### src/rtl/qspi_ram_pkg.sv
`timescale 1ns/1ps
package qspi_ram_pkg;
  localparam int NIB_W = 4;
  localparam int CMD_W = 8;
  localparam logic [CMD_W-1:0] CMD_ENTER_QUAD = 8'h38;
  localparam logic [CMD_W-1:0] CMD_READ       = 8'h03;
  localparam logic [CMD_W-1:0] CMD_WRITE      = 8'h02;

  typedef enum logic [1:0] {
    ST_IDLE,
    ST_SHIFT,
    ST_TAIL,
    ST_GAP
  } seq_st_e;
endpackage

### src/rtl/qspi_ram_clkdiv.sv
`timescale 1ns/1ps
module qspi_ram_clkdiv #(
  parameter int HALF_DIV = 2
) (
  input  logic clk_i,
  input  logic rst_ni,
  input  logic run_i,
  output logic tick_o
);
  localparam int CW = (HALF_DIV > 1) ? $clog2(HALF_DIV) : 1;

  logic [CW-1:0] cnt_q;

  assign tick_o = run_i && (cnt_q == CW'(HALF_DIV - 1));

  always_ff @(posedge clk_i or negedge rst_ni) begin
    if (!rst_ni)               cnt_q <= '0;
    else if (!run_i || tick_o) cnt_q <= '0;
    else                       cnt_q <= cnt_q + 1'b1;
  end
endmodule

### src/rtl/qspi_ram_beat.sv
`timescale 1ns/1ps
// Maps a beat index within a frame to the nibble, enables and slot flags.
module qspi_ram_beat
  import qspi_ram_pkg::*;
#(
  parameter int ADDR_W = 24,
  parameter int DATA_W = 8,
  parameter int DUMMY  = 2,
  parameter int BW     = 4
) (
  input  logic              acc_i,
  input  logic              wr_i,
  input  logic [ADDR_W-1:0] addr_i,
  input  logic [DATA_W-1:0] wdata_i,
  input  logic [BW-1:0]     beat_i,
  output logic [NIB_W-1:0]  nib_o,
  output logic [NIB_W-1:0]  oe_o,
  output logic              last_o,
  output logic              sample_o
);
  localparam int CMD_N   = CMD_W / NIB_W;
  localparam int ADDR_N  = ADDR_W / NIB_W;
  localparam int DATA_N  = DATA_W / NIB_W;
  localparam int ADDR_LO = CMD_N;
  localparam int DATA_LO = CMD_N + ADDR_N;
  localparam int RD_LO   = DATA_LO + DUMMY;
  localparam int WR_LAST = DATA_LO + DATA_N - 1;
  localparam int RD_LAST = RD_LO + DATA_N - 1;
  localparam int SER_LAST = CMD_W - 1;

  logic [CMD_W-1:0] cmd;
  assign cmd = wr_i ? CMD_WRITE : CMD_READ;

  always_comb begin
    int b;
    int k;
    b        = int'(beat_i);
    k        = 0;
    nib_o    = '0;
    oe_o     = '0;
    last_o   = 1'b0;
    sample_o = 1'b0;
    if (!acc_i) begin
      // serial enter-quad frame, MSB first on line 0
      nib_o  = {3'b000, CMD_ENTER_QUAD[3'd7 - beat_i[2:0]]};
      oe_o   = 4'b0001;
      last_o = (b == SER_LAST);
    end else if (b < ADDR_LO) begin
      k     = CMD_N - 1 - b;
      nib_o = cmd[NIB_W*k +: NIB_W];
      oe_o  = '1;
    end else if (b < DATA_LO) begin
      k     = ADDR_N - 1 - (b - ADDR_LO);
      nib_o = addr_i[NIB_W*k +: NIB_W];
      oe_o  = '1;
    end else if (wr_i) begin
      k      = DATA_N - 1 - (b - DATA_LO);
      nib_o  = wdata_i[NIB_W*k +: NIB_W];
      oe_o   = '1;
      last_o = (b == WR_LAST);
    end else begin
      sample_o = (b >= RD_LO);
      last_o   = (b == RD_LAST);
    end
  end
endmodule

### src/rtl/qspi_ram_seq.sv
`timescale 1ns/1ps
module qspi_ram_seq
  import qspi_ram_pkg::*;
#(
  parameter int ADDR_W   = 24,
  parameter int DATA_W   = 8,
  parameter int BW       = 4,
  parameter int GAP_SCLK = 2
) (
  input  logic              clk_i,
  input  logic              rst_ni,
  input  logic              tick_i,
  input  logic              req_i,
  input  logic              wr_i,
  input  logic [ADDR_W-1:0] addr_i,
  input  logic [DATA_W-1:0] wdata_i,
  input  logic [NIB_W-1:0]  dq_i,
  input  logic              last_i,
  input  logic              sample_i,
  output logic              run_o,
  output logic              shift_o,
  output logic              acc_o,
  output logic              wr_o,
  output logic [ADDR_W-1:0] addr_o,
  output logic [DATA_W-1:0] wdata_o,
  output logic [BW-1:0]     beat_o,
  output logic              cs_n_o,
  output logic              sclk_o,
  output logic [DATA_W-1:0] rdata_o,
  output logic              done_o
);
  localparam int GAP_PH = 2 * GAP_SCLK;
  localparam int GW     = $clog2(GAP_PH + 1);

  seq_st_e           st_q;
  logic              phase_q;
  logic [BW-1:0]     beat_q;
  logic [GW-1:0]     gap_q;
  logic              quad_q;
  logic              acc_q;
  logic              wr_q;
  logic [ADDR_W-1:0] addr_q;
  logic [DATA_W-1:0] wdata_q;
  logic [DATA_W-1:0] rdata_q;
  logic              done_q;
  logic              cs_n_q;
  logic              sclk_q;

  always_ff @(posedge clk_i or negedge rst_ni) begin
    if (!rst_ni) begin
      st_q    <= ST_IDLE;
      phase_q <= 1'b0;
      beat_q  <= '0;
      gap_q   <= '0;
      quad_q  <= 1'b0;
      acc_q   <= 1'b0;
      wr_q    <= 1'b0;
      addr_q  <= '0;
      wdata_q <= '0;
      rdata_q <= '0;
      done_q  <= 1'b0;
      cs_n_q  <= 1'b1;
      sclk_q  <= 1'b0;
    end else begin
      done_q <= 1'b0;
      case (st_q)
        ST_IDLE: if (req_i) begin
          wr_q    <= wr_i;
          addr_q  <= addr_i;
          wdata_q <= wdata_i;
          acc_q   <= quad_q;   // still serial: send enter-quad frame first
          beat_q  <= '0;
          phase_q <= 1'b0;
          cs_n_q  <= 1'b0;
          st_q    <= ST_SHIFT;
        end
        ST_SHIFT: if (tick_i) begin
          if (!phase_q) begin
            sclk_q  <= 1'b1;
            phase_q <= 1'b1;
            if (sample_i) rdata_q <= {rdata_q[DATA_W-NIB_W-1:0], dq_i};
          end else begin
            sclk_q  <= 1'b0;
            phase_q <= 1'b0;
            if (last_i) st_q   <= ST_TAIL;
            else        beat_q <= beat_q + 1'b1;
          end
        end
        ST_TAIL: if (tick_i) begin
          cs_n_q <= 1'b1;
          gap_q  <= '0;
          st_q   <= ST_GAP;
          if (acc_q) done_q <= 1'b1;
          else       quad_q <= 1'b1;
        end
        ST_GAP: if (tick_i) begin
          if (gap_q == GW'(GAP_PH - 1)) begin
            if (!acc_q) begin
              acc_q   <= 1'b1;
              beat_q  <= '0;
              phase_q <= 1'b0;
              cs_n_q  <= 1'b0;
              st_q    <= ST_SHIFT;
            end else begin
              st_q <= ST_IDLE;
            end
          end else begin
            gap_q <= gap_q + 1'b1;
          end
        end
      endcase
    end
  end

  assign run_o   = (st_q != ST_IDLE);
  assign shift_o = (st_q == ST_SHIFT);
  assign acc_o   = acc_q;
  assign wr_o    = wr_q;
  assign addr_o  = addr_q;
  assign wdata_o = wdata_q;
  assign beat_o  = beat_q;
  assign cs_n_o  = cs_n_q;
  assign sclk_o  = sclk_q;
  assign rdata_o = rdata_q;
  assign done_o  = done_q;


  done_pulse_chk: assert property (@(posedge clk_i) disable iff (!rst_ni)
    done_q |=> !done_q);


  quad_sticky_chk: assert property (@(posedge clk_i) disable iff (!rst_ni)
    quad_q |=> quad_q);


  serial_once_chk: assert property (@(posedge clk_i) disable iff (!rst_ni)
    ($fell(cs_n_q) && !acc_q) |-> !quad_q);
endmodule

### src/rtl/qspi_ram_ctrl.sv
`timescale 1ns/1ps
module qspi_ram_ctrl
  import qspi_ram_pkg::*;
#(
  parameter int ADDR_W   = 24,
  parameter int DATA_W   = 8,
  parameter int HALF_DIV = 2,
  parameter int DUMMY    = 2,
  parameter int GAP_SCLK = 2
) (
  input  logic              clk_i,
  input  logic              rst_ni,
  input  logic              req_i,
  input  logic              wr_i,
  input  logic [ADDR_W-1:0] addr_i,
  input  logic [DATA_W-1:0] wdata_i,
  output logic [DATA_W-1:0] rdata_o,
  output logic              done_o,
  output logic              cs_n_o,
  output logic              sclk_o,
  output logic [3:0]        dq_o,
  output logic [3:0]        dq_oe_o,
  input  logic [3:0]        dq_i
);
  localparam int MAX_BEATS = (CMD_W + ADDR_W + DATA_W) / NIB_W + DUMMY;
  localparam int BW        = $clog2((MAX_BEATS > CMD_W) ? MAX_BEATS : CMD_W);
  localparam int GAP_MIN   = 4 * GAP_SCLK * HALF_DIV / 2;

  logic              tick;
  logic              run;
  logic              shift;
  logic              acc;
  logic              wr;
  logic [ADDR_W-1:0] addr;
  logic [DATA_W-1:0] wdata;
  logic [BW-1:0]     beat;
  logic [NIB_W-1:0]  nib;
  logic [NIB_W-1:0]  oe;
  logic              last;
  logic              sample;

  qspi_ram_clkdiv #(.HALF_DIV(HALF_DIV)) u_div (
    .clk_i, .rst_ni, .run_i(run), .tick_o(tick)
  );

  qspi_ram_seq #(
    .ADDR_W(ADDR_W), .DATA_W(DATA_W), .BW(BW), .GAP_SCLK(GAP_SCLK)
  ) u_seq (
    .clk_i, .rst_ni, .tick_i(tick), .req_i, .wr_i, .addr_i, .wdata_i, .dq_i,
    .last_i(last), .sample_i(sample), .run_o(run), .shift_o(shift),
    .acc_o(acc), .wr_o(wr), .addr_o(addr), .wdata_o(wdata), .beat_o(beat),
    .cs_n_o, .sclk_o, .rdata_o, .done_o
  );

  qspi_ram_beat #(
    .ADDR_W(ADDR_W), .DATA_W(DATA_W), .DUMMY(DUMMY), .BW(BW)
  ) u_beat (
    .acc_i(acc), .wr_i(wr), .addr_i(addr), .wdata_i(wdata), .beat_i(beat),
    .nib_o(nib), .oe_o(oe), .last_o(last), .sample_o(sample)
  );

  // lines are driven only during the shift phase; tail and gap release them
  assign dq_o    = shift ? nib : '0;
  assign dq_oe_o = shift ? oe  : '0;

  // cycles chip select has been high, saturating
  logic [15:0] hi_cnt_q;
  always_ff @(posedge clk_i or negedge rst_ni) begin
    if (!rst_ni)                 hi_cnt_q <= '1;
    else if (!cs_n_o)            hi_cnt_q <= '0;
    else if (hi_cnt_q != '1)     hi_cnt_q <= hi_cnt_q + 1'b1;
  end


  idle_clk_chk: assert property (@(posedge clk_i) disable iff (!rst_ni)
    cs_n_o |-> !sclk_o);


  release_chk: assert property (@(posedge clk_i) disable iff (!rst_ni)
    cs_n_o |-> (dq_oe_o == '0));


  hold_high_chk: assert property (@(posedge clk_i) disable iff (!rst_ni)
    sclk_o |-> ($stable(dq_o) && $stable(dq_oe_o)));


  cs_gap_chk: assert property (@(posedge clk_i) disable iff (!rst_ni)
    $fell(cs_n_o) |-> (hi_cnt_q >= 16'(GAP_MIN)));
endmodule

### config.mk
export PLATFORM = sky130hd
export DESIGN_NAME = qspi_ram_ctrl
export DESIGN_NICKNAME = d
export VERILOG_FILES = /design/src/rtl/qspi_ram_pkg.sv /design/src/rtl/qspi_ram_clkdiv.sv /design/src/rtl/qspi_ram_beat.sv /design/src/rtl/qspi_ram_seq.sv /design/src/rtl/qspi_ram_ctrl.sv
export SDC_FILE = /design/constraint.sdc
export NUM_CORES = 1
export LEC_CHECK = 0
export ABC_AREA = 0
export BUFFER_PORTS_ARGS = -buffer_cell sky130_fd_sc_hd__buf_2
export CORE_MARGIN = 2
export CORE_UTILIZATION = 50
export CTS_BUF_LIST = sky130_fd_sc_hd__clkbuf_16
export DETAILED_ROUTE_END_ITERATION = 12
export PLACE_DENSITY = 0.71
export SLEW_MARGIN = 20
export SYNTH_ARGS = -nofsm -noshare
export SYNTH_HDL_FRONTEND = slang
export SYNTH_HIERARCHICAL = 1
export SYNTH_SLANG_ARGS = --single-unit
### constraint.sdc
create_clock -name clk_i -period 4.4 [get_ports clk_i]
set_input_delay 1.1 -clock clk_i [delete_from_list [all_inputs] [get_ports clk_i]]
set_output_delay 1.1 -clock clk_i [all_outputs]
set_load 0.02 [all_outputs]
==> metrics.md <==
| Metric | Value |
|---|---|
| Outcome | completed |
| Remaining antenna violation count | 0 |
| Initial Util | 51.8% |
| Setup_tns | 0 ns |
| Max clock buf depth | 2 |
| DIE WIDTH | 82.3 um |
| Startpoint class of the critical path | register |
| Max-cap violations | 0 |
| Commonest non-fill, non-tap cell in the layout | buf_2 |
| Core Footprint | 5920 um2 |
| Highest clock rate | 257 MHz |
| Xor-xnor portion of the synthesized cell area | 0.286% |
| Die area | 6770 um2 |
| Post-synthesis adder-cell area fraction | 4.90% |
| Ys Warns | 6 |
| Final min period | 3.90 ns |
| Drt wl/cell | 14.9 um |
| Main combinational cell family by area after synthesis | multiplexers |
| GR Overflow Total | 0 |
| WS Path Type | reg -> out |
| Worst Clk Skew | 0.00628 ns |
| Worst Tran Pin Value | 0.723 ns |
| TritonCTS clock tree | built |
| Synth Area in Simple Gates | 11.8% |
| Setup bufs post-CTS | 0 |
| Largest net degree at the start of global routing | 34 |
| Synth Area in Compound Gates | 10.0% |
| First-pass GRT wire length | 9740 um |
| Layout area overhead | 21.2% |
| Final Hold Viols | 0 |
| Clk slew on worst S/H paths | 0.05 ns |
| Post-Layout Cell Count | 394 |
| Rel. slew slack | 51.8% |
| Post-synthesis sequential area ratio | 46.6% |
| CP Capture Type | output pin |
| Number of top-level pins | 59 |
| Row cnt | 28 |
| Mux cell area share after synthesis | 22.4% |
| Initial antenna violation count | 0 |
| PortBufs | 58 |
| Nets@finish | 366 |
| # diodes | 0 |
| Skew-Pair Late Insertion Delay | 0.32 ns |
| Worst Path Required | 3.30 ns |
| RSZ-0062 raised after global routing | false |
| Finished Core Util | 62.7% |
| Vias | 2139 |
| Hold-fix buffers, CTS | 0 |
| Post-Synthesis Cells | 252 |
| Dpl cells | 378 |
| Max-slew violation count | 0 |
| Peak VDD IR | 0.332 mV |
| Crit Path Max Fanout | 11 |
| Post-synth EDFFs | 0 |
| Top_reg_cell synth | dfrtp_1 |
| LEAKAGE | 0.00174 uW |
| # clock sinks | 57 |
| Post-cts sizing count | 0 |
| Mapped Area | 3070 um2 |
| Die Y-Extent | 82.3 um |
| Distinct cells, synth | 54 |
| Final hold slack | 0.487 ns |
| CTS root buf | clkbuf_16 |
| Hold crit path type | reg -> reg |
| Synthesis-stage register bit count | 57 |
| Dpl hpwl | 4030 um |
| Remaining DRCs | 0 |
| Share of post-route cells with drive strength above 1 | 43.3% |
| Post-Syn Nets | 304 |
| Most frequent cells in the layout | buf_2 (58), dfrtp_1 (56), mux2_2 (49) |
| CTS buffer count | 9 |
| First drt pass iteration count | 5 |
| GR Util All Layers | 19.4% |
| CP arrival | 2.80 ns |
| Final wirelength | 5870 um |
| Post-Synthesis Mean Instance Area | 12.2 um2 |
| Crit share post-route | 88.5% |
| Deepest level of the CTS H-tree | 3 |
| Starting DRT DRC Count | 134 |
| Vias per cell | 5.43 |
| Post-synth ARST share | 100% |
| Setup slack, reg-to-reg | 1.78 ns |
| PD cells | 727 nW/um2 |
| Final Wtd Congestion | 0.806 |
| Vias in the first global route | 2122 |
| # setup viols final | 0 |
[final cells by class]
class | count | area [um2]
tap | 75 | 93.8
timing repair buffer | 61 | 313
inverter | 14 | 52.6
fill | 489 | 2210
sequential | 57 | 1430
multi-input combinational | 171 | 1520
clock buffer | 9 | 225
clock inverter | 7 | 86.3
[layer usage]
metal	vias to the layer above	wire length [um]	GRT usage, %
met4	0	57	6.33
met1	1031	2740	25.4
met5	-	0	0
met2	56	2700	29.9
met3	7	379	6.96
li1	1045	-	-
[worst paths after layout]
check                                            start                     endpoint  cells after the start
max                        u_seq/beat_o[2]$_DFFE_PN0P_                      dq_o[3]                      9
min                           u_seq/sclk_o$_DFFE_PN0P_     u_seq/sclk_o$_DFFE_PN0P_                      2
max reg2reg                u_seq/beat_o[0]$_DFFE_PN0P_    u_seq/st_q[0]$_DFFE_PN0P_                      7
min reg2reg                   u_seq/sclk_o$_DFFE_PN0P_     u_seq/sclk_o$_DFFE_PN0P_                      2
max in group asynchronous                       rst_ni     u_seq/cs_n_o$_DFFE_PN1P_                      2
min in group asynchronous                       rst_ni  u_seq/addr_o[3]$_DFFE_PN0P_                      1
[cells in the mapped netlist (3+ instances only)]
cell	n	area (um2)
dfrtp_1	56	1400
buf_2	4	20.0
nand2_1	13	48.8
nand3_1	3	15.0
and3_1	3	18.8
buf_4	3	22.5
ha_1	12	150
nor2_1	4	15.0
nand2b_1	3	18.8
a22o_1	3	26.3
nor2b_1	5	31.3
o21ai_0	6	30.0
inv_1	13	48.8
nor4b_1	3	26.3
mux2_2	49	552
and2_1	9	56.3
a21oi_1	3	15.0
o31ai_1	5	37.5
mux2i_1	9	90.1
[cell families (layout without fill, tap and decap cells)]
| logic type | Yosys count | count (layout) |
|---|---|---|
| AOI/OAI and AO/OA | 39 | 39 |
| xor gates and xnor gates | 1 | 1 |
| adders and majority gates | 12 | 12 |
| buffers and inverters | 24 | 91 |
| DFF | 57 | 57 |
| muxes | 60 | 60 |
| and+or+nand+nor | 59 | 59 |
[power by group]
part	total [uW]	internal, uW	switching [uW]
clock network	717	488	229
logic	1090	543	547
registers	894	741	153
[metrics by stage]
stage	total power, uW	worst slack (ns)	cell area, um2
finish	2700	0.505	3710
global route	2900	0.238	3710
CTS	2730	0.550	3710
detailed placement	1990	0.915	3400
global placement	1960	0.962	3400
floorplan	1760	1.15	3070
[flip-flops by register name (all words and copies together) (netlist names), 2 cells and up]
name / cells
u_seq/beat_o: 4
u_seq/st_q: 2
u_seq/rdata_o: 8
u_seq/gap_q: 3
u_seq/wdata_o: 8
u_seq/addr_o: 24
[critical path, cell delays in order, from the launching register on]
cell	delay [ns]
dfrtp_1	0.51
inv_1	0.13
ha_1	0.24
ha_1	0.32
nor4b_1	0.31
a311oi_1	0.11
or3b_4	0.40
o22ai_1	0.16
and2_1	0.13
buf_2	0.16
Note: power is estimated with default switching activity, not from simulation.
